$ cat config.mk
export PLATFORM = sky130hd
export DESIGN_NAME = coh_tracker
export DESIGN_NICKNAME = d
export VERILOG_FILES = /design/src/rtl/ctrk_pkg.sv /design/src/rtl/ctrk_lookup.sv /design/src/rtl/ctrk_next.sv /design/src/rtl/coh_tracker.sv
export SDC_FILE = /design/constraint.sdc
export NUM_CORES = 1
export LEC_CHECK = 0
export BUFFER_PORTS_ARGS = -buffer_cell sky130_fd_sc_hd__buf_2
export CAP_MARGIN = 20
export CORE_ASPECT_RATIO = 0.8
export CORE_MARGIN = 2
export CORE_UTILIZATION = 45
export DETAILED_ROUTE_END_ITERATION = 7
export GPL_TIMING_DRIVEN = 0
export PLACE_DENSITY = 0.68
export SLEW_MARGIN = 20
export SYNTH_ARGS = -nofsm -noshare
export SYNTH_HDL_FRONTEND = slang
export SYNTH_SLANG_ARGS = --single-unit
$ cat constraint.sdc
create_clock -name clk -period 6.9 [get_ports clk]
set_clock_uncertainty 0.05 [all_clocks]
set_input_delay 1.725 -clock clk [delete_from_list [all_inputs] [get_ports clk]]
set_output_delay 1.725 -clock clk [all_outputs]
set_load 0.05 [all_outputs]
$ cat src/rtl/ctrk_pkg.sv
package ctrk_pkg;
  localparam int CORES = 4;
  localparam int CORE_W = 2;
  localparam int VEC_W = 2 * CORES;

  typedef enum logic [1:0] {
    ST_I = 2'b00,
    ST_S = 2'b01,
    ST_E = 2'b10,
    ST_M = 2'b11
  } cstate_e;

  function automatic int count_state(logic [VEC_W-1:0] vec, logic [1:0] st);
    int n;
    n = 0;
    for (int i = 0; i < CORES; i++) begin
      if (vec[2*i +: 2] == st) n++;
    end
    return n;
  endfunction
endpackage

$ cat src/rtl/ctrk_lookup.sv
module ctrk_lookup #(
  parameter int ADDR_W = 8,
  parameter int LINES  = 16,
  localparam int IDX_W = $clog2(LINES)
) (
  input  logic [LINES*ADDR_W-1:0] tags,
  input  logic [LINES-1:0]        used,
  input  logic [ADDR_W-1:0]       addr,
  output logic                    hit,
  output logic [IDX_W-1:0]        hit_idx,
  output logic                    has_free,
  output logic [IDX_W-1:0]        free_idx
);
  logic [LINES-1:0] match;

  genvar g;
  generate
    for (g = 0; g < LINES; g++) begin : g_cmp
      assign match[g] = used[g] && (tags[g*ADDR_W +: ADDR_W] == addr);
    end
  endgenerate

  always_comb begin
    hit_idx  = '0;
    free_idx = '0;
    for (int i = LINES - 1; i >= 0; i--) begin
      if (match[i]) hit_idx = IDX_W'(i);
      if (!used[i]) free_idx = IDX_W'(i);
    end
  end

  assign hit      = |match;
  assign has_free = ~&used;


  hit_unique_chk: assert final ($onehot0(match));
endmodule

$ cat src/rtl/ctrk_next.sv
module ctrk_next
  import ctrk_pkg::*;
(
  input  logic             mesi,
  input  logic             wr,
  input  logic [CORE_W-1:0] core,
  input  logic [VEC_W-1:0] cur,
  output logic [VEC_W-1:0] nxt
);
  logic [1:0] own;
  logic       others_hold;

  always_comb begin
    own = cur[2*core +: 2];
    others_hold = 1'b0;
    for (int i = 0; i < CORES; i++) begin
      if (i != int'(core) && cur[2*i +: 2] != ST_I) others_hold = 1'b1;
    end
  end

  always_comb begin
    nxt = cur;
    if (wr) begin
      if (own != ST_M) begin
        for (int i = 0; i < CORES; i++) nxt[2*i +: 2] = ST_I;
        nxt[2*core +: 2] = ST_M;
      end
    end else if (own == ST_I) begin
      if (mesi && !others_hold) begin
        nxt[2*core +: 2] = ST_E;
      end else begin
        for (int i = 0; i < CORES; i++) begin
          if (cur[2*i +: 2] == ST_M || cur[2*i +: 2] == ST_E) nxt[2*i +: 2] = ST_S;
        end
        nxt[2*core +: 2] = ST_S;
      end
    end
  end
endmodule

$ cat src/rtl/coh_tracker.sv
module coh_tracker
  import ctrk_pkg::*;
#(
  parameter int ADDR_W = 8,
  parameter int LINES  = 16
) (
  input  logic              clk,
  input  logic              rst,
  input  logic              mesi_mode,
  input  logic              req_valid,
  output logic              req_ready,
  input  logic [CORE_W-1:0] req_core,
  input  logic              req_write,
  input  logic [ADDR_W-1:0] req_addr,
  output logic              rsp_valid,
  output logic              rsp_err,
  output logic [VEC_W-1:0]  rsp_before,
  output logic [VEC_W-1:0]  rsp_after
);
  localparam int IDX_W = $clog2(LINES);

  logic [ADDR_W-1:0]       tag_q [LINES];
  logic [VEC_W-1:0]        st_q  [LINES];
  logic [LINES-1:0]        used_q;
  logic [LINES*ADDR_W-1:0] tags_flat;

  logic             hit, has_free, drop, accept;
  logic [IDX_W-1:0] hit_idx, free_idx, sel_idx;
  logic [VEC_W-1:0] cur_vec, nxt_vec;

  genvar g;
  generate
    for (g = 0; g < LINES; g++) begin : g_flat
      assign tags_flat[g*ADDR_W +: ADDR_W] = tag_q[g];
    end
  endgenerate

  ctrk_lookup #(.ADDR_W(ADDR_W), .LINES(LINES)) u_lookup (
    .tags(tags_flat), .used(used_q), .addr(req_addr),
    .hit(hit), .hit_idx(hit_idx), .has_free(has_free), .free_idx(free_idx)
  );

  assign cur_vec = hit ? st_q[hit_idx] : '0;
  assign sel_idx = hit ? hit_idx : free_idx;
  assign drop    = !hit && !has_free;

  ctrk_next u_next (
    .mesi(mesi_mode), .wr(req_write), .core(req_core), .cur(cur_vec), .nxt(nxt_vec)
  );

  assign req_ready = 1'b1;
  assign accept    = req_valid && req_ready;

  // Entry contents carry no reset, so they can map to distributed RAM.
  always_ff @(posedge clk) begin
    if (accept && !drop) begin
      tag_q[sel_idx] <= req_addr;
      st_q[sel_idx]  <= nxt_vec;
    end
  end

  always_ff @(posedge clk) begin
    if (rst) begin
      used_q     <= '0;
      rsp_valid  <= 1'b0;
      rsp_err    <= 1'b0;
      rsp_before <= '0;
      rsp_after  <= '0;
    end else begin
      rsp_valid <= accept;
      if (accept) begin
        rsp_err    <= drop;
        rsp_before <= drop ? '0 : cur_vec;
        rsp_after  <= drop ? '0 : nxt_vec;
        if (!drop) used_q[sel_idx] <= 1'b1;
      end
    end
  end


  rsp_follows_req_chk: assert property (@(posedge clk) disable iff (rst)
    accept |=> rsp_valid);

  rsp_single_chk: assert property (@(posedge clk) disable iff (rst)
    !accept |=> !rsp_valid);

  full_drop_chk: assert property (@(posedge clk) disable iff (rst)
    (rsp_valid && rsp_err) |-> (rsp_before == '0 && rsp_after == '0));

  write_owner_chk: assert property (@(posedge clk) disable iff (rst)
    (rsp_valid && !rsp_err && $past(req_write)) |->
      (count_state(rsp_after, ST_M) == 1 && count_state(rsp_after, ST_I) == CORES - 1));

  msi_no_excl_chk: assert property (@(posedge clk) disable iff (rst)
    (rsp_valid && !rsp_err && !$past(mesi_mode) && count_state(rsp_before, ST_E) == 0)
      |-> count_state(rsp_after, ST_E) == 0);

  sole_owner_chk: assert property (@(posedge clk) disable iff (rst)
    (rsp_valid && (count_state(rsp_after, ST_M) + count_state(rsp_after, ST_E)) != 0)
      |-> count_state(rsp_after, ST_I) == CORES - 1);
endmodule

==> metrics <==
Die Wd 194 µm; critical path arrival 6870 ps; clk slew on worst S/H paths 60 ps; Post-Syn Area 13000 µm²; pre-CTS setup slack -1080 ps; pwr dens 251 nW/µm²; maximum VDD drop 0.200 mV; hold wc startpoint rsp_after[6]; commonest non-fill, non-tap cell in the layout edfxtp_1; Lkg Pwr 4.71 nW; fin area 14800 µm²; setup TNS 0 ps; Mapped Cells 965; Nets 1048; Synth area leaders edfxtp_1 59%, xnor2_1 8.2%, dfxtp_1 5.2%; TritonRoute pass-1 iters 5; # H-tree levels 1; max-slew violations 0; post-route minimum period 6660 ps; vias in the first global route 7723; worst r2r src tag_q[1][3]; syn_nets 980; WL/cell 22.5 µm; share of the synthesized area in the top cell type 59.1%; ANT cells 0; CTS Hold Bufs 0; status complete, no violations; Fmax achieved 150 MHz; CTS Root Cell clkbuf_16; gr ovfl total 0; fin util 52.3%; Worst Path Class, Setup in -> reg; Final Cycle Share 96.6%; final wirelength 32000 µm; maximum fanout along the worst path 17; vias per inst 5.74; Synth Register Bits 290; Post-synth EDFFs 256; syn avg cell area 13.5 µm²; first-pass GRT wire length 47600 µm; placed inst area 13800 µm²; largest net degree at the start of global routing 18; Synth warnings 0; Worst EP required 7100 ps; initial antenna violation count 0; DRT antenna net count 0; area occupied by multi-input gates 4370 µm²; Seq/Total Area, Yosys 64.4%; cell row count 55; worst hold path class reg -> reg; P&R area growth vs syn 14.0%; actual slew at the worst max-slew pin 866 ps; PnR worst setup slack 237 ps; share of cells above drive strength 1 15.8%; Critical Path Source req_addr[2]; register area 8370 µm²; Worst R2R Setup Slack 1630 ps; Hold Slack 389 ps; crit end category flop; GPL Wtd Cong 0.884; # clock sinks 290; DRC Markers 0; Most used DFF post-synth edfxtp_1; filler cell count 2377; core footprint 28400 µm²; Die Area 30300 µm²; # setup viols final 0; slew margin rel. 41.7%; Starting Density 45.9%; hpwl dp 21100 µm; Distinct cells, synth 76; CTS tree built; drt first-iter violations 867; latest clock arrival within the worst-skew pair 560 ps; most frequent cells in the layout 256 x edfxtp_1, 121 x xnor2_1, 73 x nor2_1, 52 x nand2_1, 51 x nand3_1; final hold violation count 0; cell accounting for the most synthesized area edfxtp_1; PortBufs 30; via count 8177; Max clock buf depth 3; Ports 34; MaxCap Viol Count 0; die boundary height 156 µm; total track usage 20.9%; clock buffer count from CTS 29; asr flop ratio synth 0%; CP startpoint kind input port
power by group:
part / internal [mW] / total (mW) / switching, mW
logic: 0.0709 / 0.214 / 0.143
registers: 1.93 / 1.94 / 0.00848
clock network: 0.918 / 1.56 / 0.643
cell families (layout without fill, tap and decap cells):
kind of cell / after synthesis / in the layout / synth area share, %
compound gates: 142 / 142 / 8.41
xor+xnor: 128 / 128 / 8.62
flops: 290 / 290 / 64.4
simple gates: 297 / 297 / 11.2
mux: 49 / 49 / 3.94
buf+inv: 58 / 148 / 3.40
other cells: 1 / 1 / 0.0288
layout make-up:
cell class	count	share of cell area, %
Sequential cell	290	56.5
Multi-Input combinational cell	617	29.5
Clock buffer	38	5.13
Tap cell	370	3.12
Buffer	42	2.58
Timing Repair Buffer	37	1.65
Clock inverter	15	1.15
Inverter	16	0.405
metal layers:
layer / GRT usage, % / share of wire (%) / vias up
met4: 6.46 / 2.6 / 0
met3: 3.03 / 8.2 / 65
met2: 30.9 / 42 / 356
li1: - / - / 3754
met5: 0 / 0 / -
met1: 31.9 / 47 / 4002
per-stage QoR:
| stage | std cells | total power, mW |
|---|---|---|
| floorplan | 965 | 2.12 |
| global placement | 1365 | 2.18 |
| detailed placement | 1372 | 2.19 |
| CTS | 1425 | 3.72 |
| global route | 1425 | 3.81 |
| finish | 1425 | 3.72 |
state kept, by name, indices dropped and copies added (netlist names):
name and cells:
used_q 16, st_q 128, rsp_valid 1, tag_q 128, rsp_err 1, rsp_before 8
rsp_after 8
repair_timing:
| item | 4_1_cts | 5_1_grt |
|---|---|---|
| buffers inserted | 0 | 0 |
| gates resized for setup | 8 | 10 |
| endpoints found under the setup margin | 80 | 130 |
critical path: stages:
cell and delay [ps]:
buf_2 340, buf_6 230, buf_6 200, xnor2_1 150
nand4_1 160, nor3_1 350, a21oi_1 80, nor4_1 460
o21a_1 310, clkbuf_1 450, o221ai_1 230, o2111a_1 190
o211ai_1 150, or3b_1 320, o22ai_2 150, a211o_1 440
o21ai_0 190, a21oi_1 130, nor2_2 580
path summary, 6_finish.rpt:
kind	end	cells after the start
worst max register to register	st_q[10][2]	17
worst max-delay path	st_q[13][4]	19
worst min-delay path	rsp_after[6]	2
worst min register to register	rsp_after[6]	2
cell usage after synthesis (4+ instances only):
cell / count
edfxtp_1: 256
nand2b_1: 4
buf_12: 5
o21ai_0: 23
xor2_1: 7
nand3_1: 51
a211o_1: 12
buf_6: 13
and2_1: 4
nand4_1: 24
o211ai_1: 11
a211oi_1: 18
buf_4: 5
mux2i_1: 35
mux2_1: 5
and3_1: 4
or2_2: 5
nor3_1: 27
nor2_1: 93
xnor2_1: 121
clkbuf_1: 14
dfxtp_1: 34
mux2_2: 8
o32ai_1: 4
o31ai_1: 5
inv_1: 16
nand2_1: 53
a21boi_0: 13
a31oi_1: 6
a21oi_1: 11
or3_1: 7
Note: power is estimated with default switching activity, not from simulation.
